===== src/rtl/hfs_pkg.sv =====
package hfs_pkg;
   typedef enum logic [2:0] {
      ST_RESET,
      ST_SOFTSTART,
      ST_RUN,
      ST_OC_RAMP,
      ST_DISCHARGE,
      ST_LATCHED
   } seq_state_t;

   typedef enum logic [1:0] {
      RAMP_HOLD,
      RAMP_UP,
      RAMP_DOWN
   } ramp_cmd_t;
endpackage


===== src/rtl/hfs_sync.sv =====
module hfs_sync #(
   parameter int WIDTH  = 1,
   parameter int STAGES = 2
) (
   input  logic             clk,
   input  logic             rst_n,
   input  logic [WIDTH-1:0] d,
   output logic [WIDTH-1:0] q
);
   if (STAGES < 2) begin : g_bad_stages
      $error("hfs_sync: STAGES must be at least 2");
   end
   if (WIDTH < 1) begin : g_bad_width
      $error("hfs_sync: WIDTH must be at least 1");
   end

   logic [STAGES-1:0][WIDTH-1:0] pipe;

   always_ff @(posedge clk or negedge rst_n) begin
      if (!rst_n) pipe <= '0;
      else        pipe <= {pipe[STAGES-2:0], d};
   end

   assign q = pipe[STAGES-1];

   // the output only ever shows what entered the chain earlier
   a_r10_sync_delay: assert property (@(posedge clk) disable iff (!rst_n)
      (pipe[STAGES-2] != q) |=> (q == $past(pipe[STAGES-2])));
endmodule


===== src/rtl/hfs_ramp.sv =====
module hfs_ramp
   import hfs_pkg::*;
#(
   parameter int RAMP_W   = 6,
   parameter int RAMP_MAX = 40
) (
   input  logic              clk,
   input  logic              rst_n,
   input  ramp_cmd_t         cmd,
   output logic [RAMP_W-1:0] level,
   output logic              at_top,
   output logic              at_zero
);
   localparam logic [RAMP_W-1:0] TOP = RAMP_W'(RAMP_MAX);

   if (RAMP_MAX < 1 || RAMP_MAX >= (1 << RAMP_W)) begin : g_bad_max
      $error("hfs_ramp: RAMP_MAX must fit in RAMP_W bits and be non-zero");
   end

   assign at_top  = (level == TOP);
   assign at_zero = (level == '0);

   always_ff @(posedge clk or negedge rst_n) begin
      if (!rst_n) begin
         level <= '0;
      end else begin
         case (cmd)
            RAMP_UP:   if (!at_top)  level <= level + 1'b1;
            RAMP_DOWN: if (!at_zero) level <= level - 1'b1;
            default:   level <= level;
         endcase
      end
   end

   a_r5_ramp_bound: assert property (@(posedge clk) disable iff (!rst_n)
      level <= TOP);
   a_r5_ramp_step: assert property (@(posedge clk) disable iff (!rst_n)
      (cmd == RAMP_UP && !at_top) |=> (level == $past(level) + 1'b1));
endmodule


===== src/rtl/hfs_strike.sv =====
module hfs_strike #(
   parameter int STRIKES = 3
) (
   input  logic clk,
   input  logic rst_n,
   input  logic bump,
   output logic last
);
   localparam int CW = $clog2(STRIKES + 1);
   localparam logic [CW-1:0] LAST_V = CW'(STRIKES - 1);

   if (STRIKES < 1) begin : g_bad_strikes
      $error("hfs_strike: STRIKES must be at least 1");
   end

   logic [CW-1:0] count;

   assign last = (count == LAST_V);

   always_ff @(posedge clk or negedge rst_n) begin
      if (!rst_n)                   count <= '0;
      else if (bump && count <= LAST_V) count <= count + 1'b1;
   end

   a_r6_count_bound: assert property (@(posedge clk) disable iff (!rst_n)
      count <= CW'(STRIKES));
endmodule


===== src/rtl/hiccup_fault_seq.sv =====
module hiccup_fault_seq
   import hfs_pkg::*;
#(
   parameter int N_SW        = 2,
   parameter int N_LIN       = 2,
   parameter int RAMP_W      = 6,
   parameter int RAMP_MAX    = 40,
   parameter int STRIKES     = 3,
   parameter int SYNC_STAGES = 2
) (
   input  logic              clk,
   input  logic              por_n,
   input  logic              ov_main_a,
   input  logic [N_SW-1:0]   oc_chan_a,
   input  logic [N_LIN-1:0]  uv_lin_a,
   output logic              inhibit_all,
   output logic              ss_discharge,
   output logic [RAMP_W-1:0] ss_level,
   output logic              crowbar_on,
   output logic              fault_out
);
   localparam int FLAG_W = 1 + N_SW + N_LIN;

   if (N_SW < 1 || N_LIN < 1) begin : g_bad_chan
      $error("hiccup_fault_seq: need at least one channel of each kind");
   end

   logic [FLAG_W-1:0] flags_s;
   logic ov_s, oc_s, uv_s;

   hfs_sync #(.WIDTH(FLAG_W), .STAGES(SYNC_STAGES)) u_sync (
      .clk  (clk),
      .rst_n(por_n),
      .d    ({ov_main_a, oc_chan_a, uv_lin_a}),
      .q    (flags_s)
   );

   assign ov_s = flags_s[FLAG_W-1];
   assign oc_s = |flags_s[N_LIN +: N_SW];
   assign uv_s = |flags_s[N_LIN-1:0];

   seq_state_t state, nxt;
   ramp_cmd_t  cmd;
   logic       ramp_top, ramp_zero, bump, last_strike, ov_seen;

   hfs_ramp #(.RAMP_W(RAMP_W), .RAMP_MAX(RAMP_MAX)) u_ramp (
      .clk    (clk),
      .rst_n  (por_n),
      .cmd    (cmd),
      .level  (ss_level),
      .at_top (ramp_top),
      .at_zero(ramp_zero)
   );

   hfs_strike #(.STRIKES(STRIKES)) u_strike (
      .clk  (clk),
      .rst_n(por_n),
      .bump (bump),
      .last (last_strike)
   );

   always_comb begin
      nxt  = state;
      bump = 1'b0;
      cmd  = RAMP_HOLD;
      case (state)
         ST_RESET: begin
            cmd = RAMP_DOWN;
            nxt = ST_SOFTSTART;
         end
         ST_SOFTSTART: begin
            cmd = RAMP_UP;
            if (oc_s)          nxt = ST_OC_RAMP;
            else if (ramp_top) nxt = ST_RUN;
         end
         ST_RUN: begin
            cmd = RAMP_HOLD;
            if (oc_s || uv_s) begin
               bump = 1'b1;
               nxt  = last_strike ? ST_LATCHED : ST_DISCHARGE;
            end
         end
         ST_OC_RAMP: begin
            cmd = RAMP_UP;
            if (ramp_top) begin
               bump = 1'b1;
               nxt  = last_strike ? ST_LATCHED : ST_DISCHARGE;
            end
         end
         ST_DISCHARGE: begin
            cmd = RAMP_DOWN;
            if (ramp_zero) nxt = ST_SOFTSTART;
         end
         default: begin
            cmd = RAMP_DOWN;
            nxt = ST_LATCHED;
         end
      endcase
      if (ov_s) nxt = ST_LATCHED;
   end

   always_ff @(posedge clk or negedge por_n) begin
      if (!por_n) begin
         state   <= ST_RESET;
         ov_seen <= 1'b0;
      end else begin
         state   <= nxt;
         ov_seen <= ov_seen | ov_s;
      end
   end

   assign inhibit_all  = !(state == ST_SOFTSTART || state == ST_RUN);
   assign ss_discharge = (state == ST_DISCHARGE) || (state == ST_LATCHED);
   assign fault_out    = (state == ST_LATCHED);
   assign crowbar_on   = ov_seen;

   a_r1_ov_latches: assert property (@(posedge clk) disable iff (!por_n)
      ov_s |=> fault_out);
   a_r2_crowbar_sticky: assert property (@(posedge clk) disable iff (!por_n)
      crowbar_on |=> crowbar_on);
   a_r3_inhibit_keeps_charging: assert property (@(posedge clk) disable iff (!por_n)
      (state == ST_OC_RAMP && !ramp_top && !ov_s) |=> (inhibit_all && ss_level == $past(ss_level) + 1'b1));
   a_r4_discharge_down: assert property (@(posedge clk) disable iff (!por_n)
      (state == ST_DISCHARGE && !ramp_zero) |=> (ss_level == $past(ss_level) - 1'b1));
   a_r6_latched_absorbing: assert property (@(posedge clk) disable iff (!por_n)
      fault_out |=> (fault_out && inhibit_all && ss_discharge));
   a_r7_uv_blanked: assert property (@(posedge clk) disable iff (!por_n)
      (state == ST_SOFTSTART && uv_s && !oc_s && !ov_s && !ramp_top) |=> (state == ST_SOFTSTART));
   a_r8_uv_in_run: assert property (@(posedge clk) disable iff (!por_n)
      (state == ST_RUN && uv_s) |=> (ss_discharge && inhibit_all));
endmodule


===== config.mk =====
export PLATFORM = sky130hd
export DESIGN_NAME = hiccup_fault_seq
export DESIGN_NICKNAME = d
export VERILOG_FILES = /design/src/rtl/hfs_pkg.sv /design/src/rtl/hfs_sync.sv /design/src/rtl/hfs_ramp.sv /design/src/rtl/hfs_strike.sv /design/src/rtl/hiccup_fault_seq.sv
export SDC_FILE = /design/constraint.sdc
export NUM_CORES = 1
export LEC_CHECK = 0
export ABC_AREA = 1
export BUFFER_PORTS_ARGS = -buffer_cell sky130_fd_sc_hd__buf_2
export CAP_MARGIN = 40
export CORE_AREA = 8 8 53 55
export CTS_BUF_LIST = sky130_fd_sc_hd__clkbuf_8
export CTS_CLUSTER_DIAMETER = 40
export DETAILED_ROUTE_END_ITERATION = 8
export DIE_AREA = 0 0 61 63
export PLACE_DENSITY_LB_ADDON = 0.3
export SETUP_SLACK_MARGIN = 0.05
export SYNTH_ARGS = -nofsm -noshare
export SYNTH_HDL_FRONTEND = slang
export SYNTH_SLANG_ARGS = --single-unit

===== constraint.sdc =====
create_clock -name clk -period 3.8 [get_ports clk]
set_input_delay 0.57 -clock clk [delete_from_list [all_inputs] [get_ports clk]]
set_output_delay 0.57 -clock clk [all_outputs]
set_load 0.02 [all_outputs]

# After elaboration in Yosys (flattened, before gate mapping)
# Cells that the tools add are included.
# Widths: inputs -> output; s select.
word_totals:
  in_bits: 7
  wordCells: 54
  output_inout_bits: 10
  reg_bits: 22
op_classes:
  reduce_logical: 13
  mux: 15
  n_addsub: 3
  bitwise_logic: 1
  magnitude_cmp: 1
  eq_ne: 15
op_table:
  columns: ["cell", "n"]
  rows:
  - ["$mux 3", 6]
  - ["$pmux 3 s5", 1]
  - ["$mux 6", 2]
  - ["$pmux 6 s2", 1]
  - ["$ne 3x2->1 const B", 3]
  - ["$add 6x1->6 const B", 1]
  - ["$eq 3x2->1 const B", 2]
  - ["$eq 3x3->1 const B", 2]
  - ["$eq 6x6->1 const B", 1]
  - ["$logic_not 6->1", 1]
  - ["$reduce_or 2->1", 3]
  - ["$sub 6x1->6 const B", 1]
  - ["$eq 2x2->1 const B", 2]
  - ["$ne 2x2->1 const B", 2]
  - ["$ne 4x3->1 const B", 1]
  - ["$pmux 2 s2", 1]
  - ["$reduce_and 4->1", 1]
  - ["$eq 3x1->1 const B", 1]
  - ["$logic_not 3->1", 1]
  - ["$logic_or 1x1->1", 3]
  - ["$mux 1", 3]
  - ["$reduce_and 3->1", 1]
  - ["$add 2x1->2 const B", 1]
  - ["$eq 2x1->1 const B", 1]
  - ["6 further kinds", 6]

# Logic depth before layout (Yosys ltp)
depth:
  word_depth: 6
  ltp_mapped: 14
  mapped_depth_nobuf: 13

# By module
# From an unflattened synthesis, not the netlist that was laid out.
hier_totals:
  hier_cells: 166
  area_unflattened_um2: 1243.7
modules_own_cells:
  columns: ["module", "cells_per_inst", "n_inst", "seq_area_each_um2", "area_each_um2"]
  rows:
  - ["hfs_ramp", 83, 1, 150.1, 504.2]
  - ["hiccup_fault_seq", 54, 1, 100.1, 334.1]
  - ["hfs_sync", 15, 1, 250.2, 287.8]
  - ["hfs_strike", 14, 1, 50.0, 117.6]

# Worst setup path before layout
# OpenSTA, ideal clock, no wires.
synth_path:
  kind: "reg2reg"
  start: "reg state[0]"
  end: "reg u_ramp.level[4]"
  slack_ps: 2188
  arrival_ps: 1495
  required_ps: 3682
  path_buffers: 1
  period_less_slack_ps: 1612
  stages_incl_launch_ff: 13
  setup_ps: 118
  cell_sequence: "dfrtp_1 -> buf_4 -> o21ai_4 -> nand2_1 -> nand2_1 -> inv_1 -> ha_1 -> inv_1 -> nand2_1 -> nand3_1 -> nand2_1 -> nand3b_1 -> nand2_1"
synth_via:
  elab_chain_len: 6
  word_cells_on_any_way: 12
  classes_between: "7 x eq/ne; 2 x mux; 3 x reduce/logical"
synth_rtl:
  columns: ["element", "line_no", "source"]
  rows:
  - ["start, declared", "hiccup_fault_seq.sv:42", "seq_state_t state, nxt;"]
  - ["start signal, assigned", "hiccup_fault_seq.sv:107", "state <= nxt;"]
  - ["$eq 3x1->1 / $eq 3x2->1 (equally long branches)", "hiccup_fault_seq.sv:66", "case (state)"]
  - ["$reduce_or 2->1 (no line)", null, null]
  - ["$pmux 2 s2 *", "hiccup_fault_seq.sv:66", null]
  - ["$eq 2x2->1 / $eq 2x1->1 (equally long branches)", "hfs_ramp.sv:27", "case (cmd)"]
  - ["$ne 2x2->1 (no line) / $reduce_bool 2->1 (equally long branches)", null, null]
  - ["$reduce_and 3->1 (no line)", null, null]
  - ["end signal, assigned", "hfs_ramp.sv:28", "RAMP_UP: if (!at_top) level <= level + 1'b1;"]
  - ["end signal, assigned", "hfs_ramp.sv:29", "RAMP_DOWN: if (!at_zero) level <= level - 1'b1;"]
  - ["end signal, assigned", "hfs_ramp.sv:30", "default: level <= level;"]
  - ["end, declared", "hfs_ramp.sv:10", "output logic [RAMP_W-1:0] level,"]
# Every way passes the cells marked *; elsewhere a longest branch is shown, timed or not.
# A chain may end at the register's enable or synchronous reset.

# Worst setup path in the final report
layout_path:
  start: "reg state[2]"
  end: "out inhibit_all"
layout_via:
  elab_chain_len: 3
  word_cells_on_any_way: 4
  classes_between: "2 x eq/ne; 2 x reduce/logical"
layout_rtl:
  columns: ["element", "line_no", "source"]
  rows:
  - ["$eq 3x1->1 / $eq 3x2->1 (equally long branches)", "hiccup_fault_seq.sv:112", "assign inhibit_all = !(state == ST_SOFTSTART || state == ST_RUN);"]
  - ["$logic_or 1x1->1 *", "hiccup_fault_seq.sv:112", null]
  - ["$logic_not 1->1 *", "hiccup_fault_seq.sv:112", null]
  - ["end, declared", "hiccup_fault_seq.sv:16", "output logic inhibit_all,"]
# Marks and branches as above.

==> flow_metrics.py <==
metrics = {
    "timing": {
        "finalCritPeriodShare_pct": 51.1,
        "hold_ws_ns": 0.257,
        "min_period_ns": 1.94,
        "finalHoldViolCount": 0,
        "fin_tns_setup_ns": 0,
        "rsz0062_at_grt": "no",
        "fmax_mhz": 515,
        "finalSetupViolations": 0,
        "drv_slew": 0,
        "tightest_slew_ns": 0.473,
        "skew_ns": 0.00147,
        "relSlewSlack_pct": 68.4,
    },
    "synthesis": {
        "syn_area_mm2": 0.00113,
        "synthTopCellsByArea": "dfrtp_1 49%, nand2_1 12%, nor2_1 6.0%",
        "synth_fp_nets": 146,
        "synthFlopType": "dfrtp_1",
        "syn_inst": 136,
        "yosys_register_bits": 22,
        "synth_async_sr_flop_share_pct": 100,
        "synth_edf_count": 0,
        "yosys.area.top_type": "dfrtp_1",
        "netlist_top_cells_count": "35 x nand2_1, 22 x dfrtp_1, 18 x nor2_1",
        "seq_area_frac_synth_pct": 48.6,
        "yosysWarnings": 0,
        "netlist.area_leader.share_pct": 48.6,
        "synth_cell_type_count": 27,
        "yosys.cell_count.top_type": "nand2_1",
        "syn_area_per_cell_um2": 8.34,
    },
    "route": {
        "via_per_inst": 4.96,
        "wire_per_inst_um": 11.1,
        "wirelength_mm": 2.04,
        "drt-initial-drc-count": 24,
        "via_count": 907,
        "dr.pass1.iters": 4,
        "drc": 0,
        "ant_nets": 0,
    },
    "pwr": {
        "internal-power_mw": 0.495,
        "ir_worst_vdd_mv": 0.424,
        "pwr-share-clk_pct": 19.4,
        "p_comb_share_pct": 39.2,
        "power_density_mw_per_mm2": 651,
        "p_sw_share_pct": 41.3,
        "p_switching_mw": 0.348,
        "p_leak_nw": 0.663,
        "p_seq_share_pct": 41.4,
    },
    "cells_and_area": {
        "fin_nets": 166,
        "drive_above_1_share_pct": 21.3,
        "syn2layout_area_growth_pct": 14.3,
        "diodes": 0,
        "fill_cells": 191,
    },
    "placed_design": {
        "hpwl_mm": 1.60,
        "port_buffers": 16,
        "place.gp.congestion": 0.913,
    },
    "critical_path": {
        "worst_path_max_delay_cell": "dfrtp_1",
        "crit_arrival_ns": 1.37,
        "critical_path.max_fanout": 5,
        "rrSetupSlack_ns": 1.97,
        "crit_path_start_kind": "flop",
        "critPathBufInv": 3,
        "cp-startpoint": "state[2]$_DFFE_PN0P_",
        "critical_path.cell_chain": "inv_1 -> nand2_1 -> o21ai_0 -> inv_1 -> buf_2",
        "r2r-end": "u_ramp.level[4]$_DFFE_PN0P_",
        "worstSetupEndpointType": "primary output",
        "cp_common_cell": "inv_1",
        "critical-path-top-delay-family": "flip-flops",
        "path_depth": 5,
        "r2r_start": "state[0]$_DFFE_PN0P_",
        "cpPeakStageDelay_ns": 0.45,
        "rr_worst_depth": 11,
        "critPathKind": "reg -> out",
        "crit_end": "inhibit_all",
        "required_ns": 3.23,
    },
    "cts": {
        "ctsHoldBuffers": 0,
        "post_cts_resized": 0,
        "clk_transition_reported_paths_ns": 0.08,
        "clock_latency_ns": 0.26,
        "clock-root-buffer": "clkbuf_8",
        "cts_buffer_depth": 2,
        "cts_buffers": 3,
        "cts.sinks": 22,
        "htreeDepth": 1,
        "cts_setup_buffers": 0,
        "cts_tree": "yes",
    },
    "global_route": {
        "antenna_found_initial": 0,
        "grt_pass1_vias": 903,
        "grt_pass1_wl_mm": 3.75,
        "grt_remaining_overflow": 0,
        "grt_max_degree": 23,
        "grtUsageTotal_pct": 12.5,
    },
    "die": {
        "core_area_mm2": 0.00206,
        "die_x_um": 61,
        "die_y_um": 63,
        "dieArea_mm2": 0.00384,
        "ios": 17,
        "row_count": 17,
        "start_util_pct": 54.9,
    },
    "run": {
        "cap_violations": 0,
    },
    "outcome": {
        "status": "complete, no violations",
    },
    "worst_hold_path": {
        "hp-class": "in -> async",
    },
}
## worst min path at each step
stage	from	endpoint	depth (start not counted)
final	por_n	u_sync.pipe[4]$_DFF_PN0_	1
after global routing	por_n	u_sync.pipe[4]$_DFF_PN0_	1
after CTS	por_n	u_sync.pipe[4]$_DFF_PN0_	1
after detailed placement	u_sync.pipe[0]$_DFF_PN0_	u_sync.q[0]$_DFF_PN0_	0
after global placement	u_sync.pipe[0]$_DFF_PN0_	u_sync.q[0]$_DFF_PN0_	0
after floorplan	por_n	crowbar_on$_DFF_PN0_	0
## layout make-up
class	instances	area, um^2	area share [%]
clock buffers	4	55.1	4.25
inverters	18	70.1	5.41
multi-input cells	95	505	39.0
flip-flops and latches	22	551	42.5
well taps	28	35.0	2.70
repair buffers	16	80.1	6.18
## logic make-up after synthesis
| group | share of synthesized area, % |
|---|---|
| AOI/OAI and AO/OA | 8.17 |
| xor gates and xnor gates | 2.98 |
| adders and majority gates | 3.31 |
| buffers and inverters | 6.84 |
| DFF | 48.6 |
| and+or+nand+nor | 30.1 |
## layer usage
layer / global-route usage [%] / up-vias / routed length, um
met1: 15.3 / 424 / 952
met5: 0 / - / 0
met3: 3.70 / 2 / 85
met4: 4.37 / 0 / 8
met2: 19.8 / 17 / 991
li1: - / 464 / -
## cells in the final DEF (no fill, tap or decap)
master	synthesis	routed
nand2_2	1	1
nor3_1	1	1
o21ai_1	1	1
inv_4	1	1
clkbuf_8	0	4
or2_1	1	1
nand2_1	35	35
a211o_1	1	1
xnor2_1	1	1
o21ai_4	1	1
dfrtp_1	22	22
xor2_2	1	1
inv_1	16	16
nand2_4	2	2
nor2_1	18	18
a21oi_1	1	1
inv_2	1	1
a41oi_1	2	2
nand3b_1	2	2
ha_1	3	3
nand3_2	1	1
or2_2	1	1
xor2_1	1	1
nor2_2	4	4
buf_2	0	16
nand4_1	1	1
o21ai_0	8	8
nand3_1	8	8
## through the flow
stage          total power, mW  utilization, %  cell area (um^2)  setup slack (ns)  cells
6_report                 0.844            62.8              1300              1.86    183
5_1_grt                  0.921            62.8              1300              1.77    183
4_1_cts                  0.853            62.8              1300              1.86    183
3_5_place_dp             0.688            60.2              1240              1.99    179
3_3_place_gp             0.677            60.2              1240              2.05    179
2_1_floorplan            0.590               -              1130              2.19    136
## sequential cells by signal, indices dropped and copies added, names as in the netlist
| name | cells |
|---|---|
| u_sync.pipe | 5 |
| state | 3 |
| crowbar_on | 1 |
| u_ramp.level | 6 |
| u_strike.count | 2 |
| u_sync.q | 5 |
## power groups by stage
stage	combinational, mW	sequential, mW	clock [mW]
after global routing	0.384	0.359	0.178
final	0.331	0.349	0.164
after global placement	0.326	0.351	0
after floorplan	0.212	0.378	0
after detailed placement	0.333	0.355	0
after CTS	0.335	0.350	0.168
## worst reg2reg max path, cell delays in order (launching register included)
cell	delay, ns
dfrtp_1	0.49
o21ai_4	0.33
nand2_1	0.15
nand2_1	0.12
inv_1	0.05
ha_1	0.16
inv_1	0.06
nand2_1	0.08
nand3_1	0.09
nand2_1	0.06
nand3b_1	0.08
nand2_1	0.05
Power figures use the tool's default switching activity.
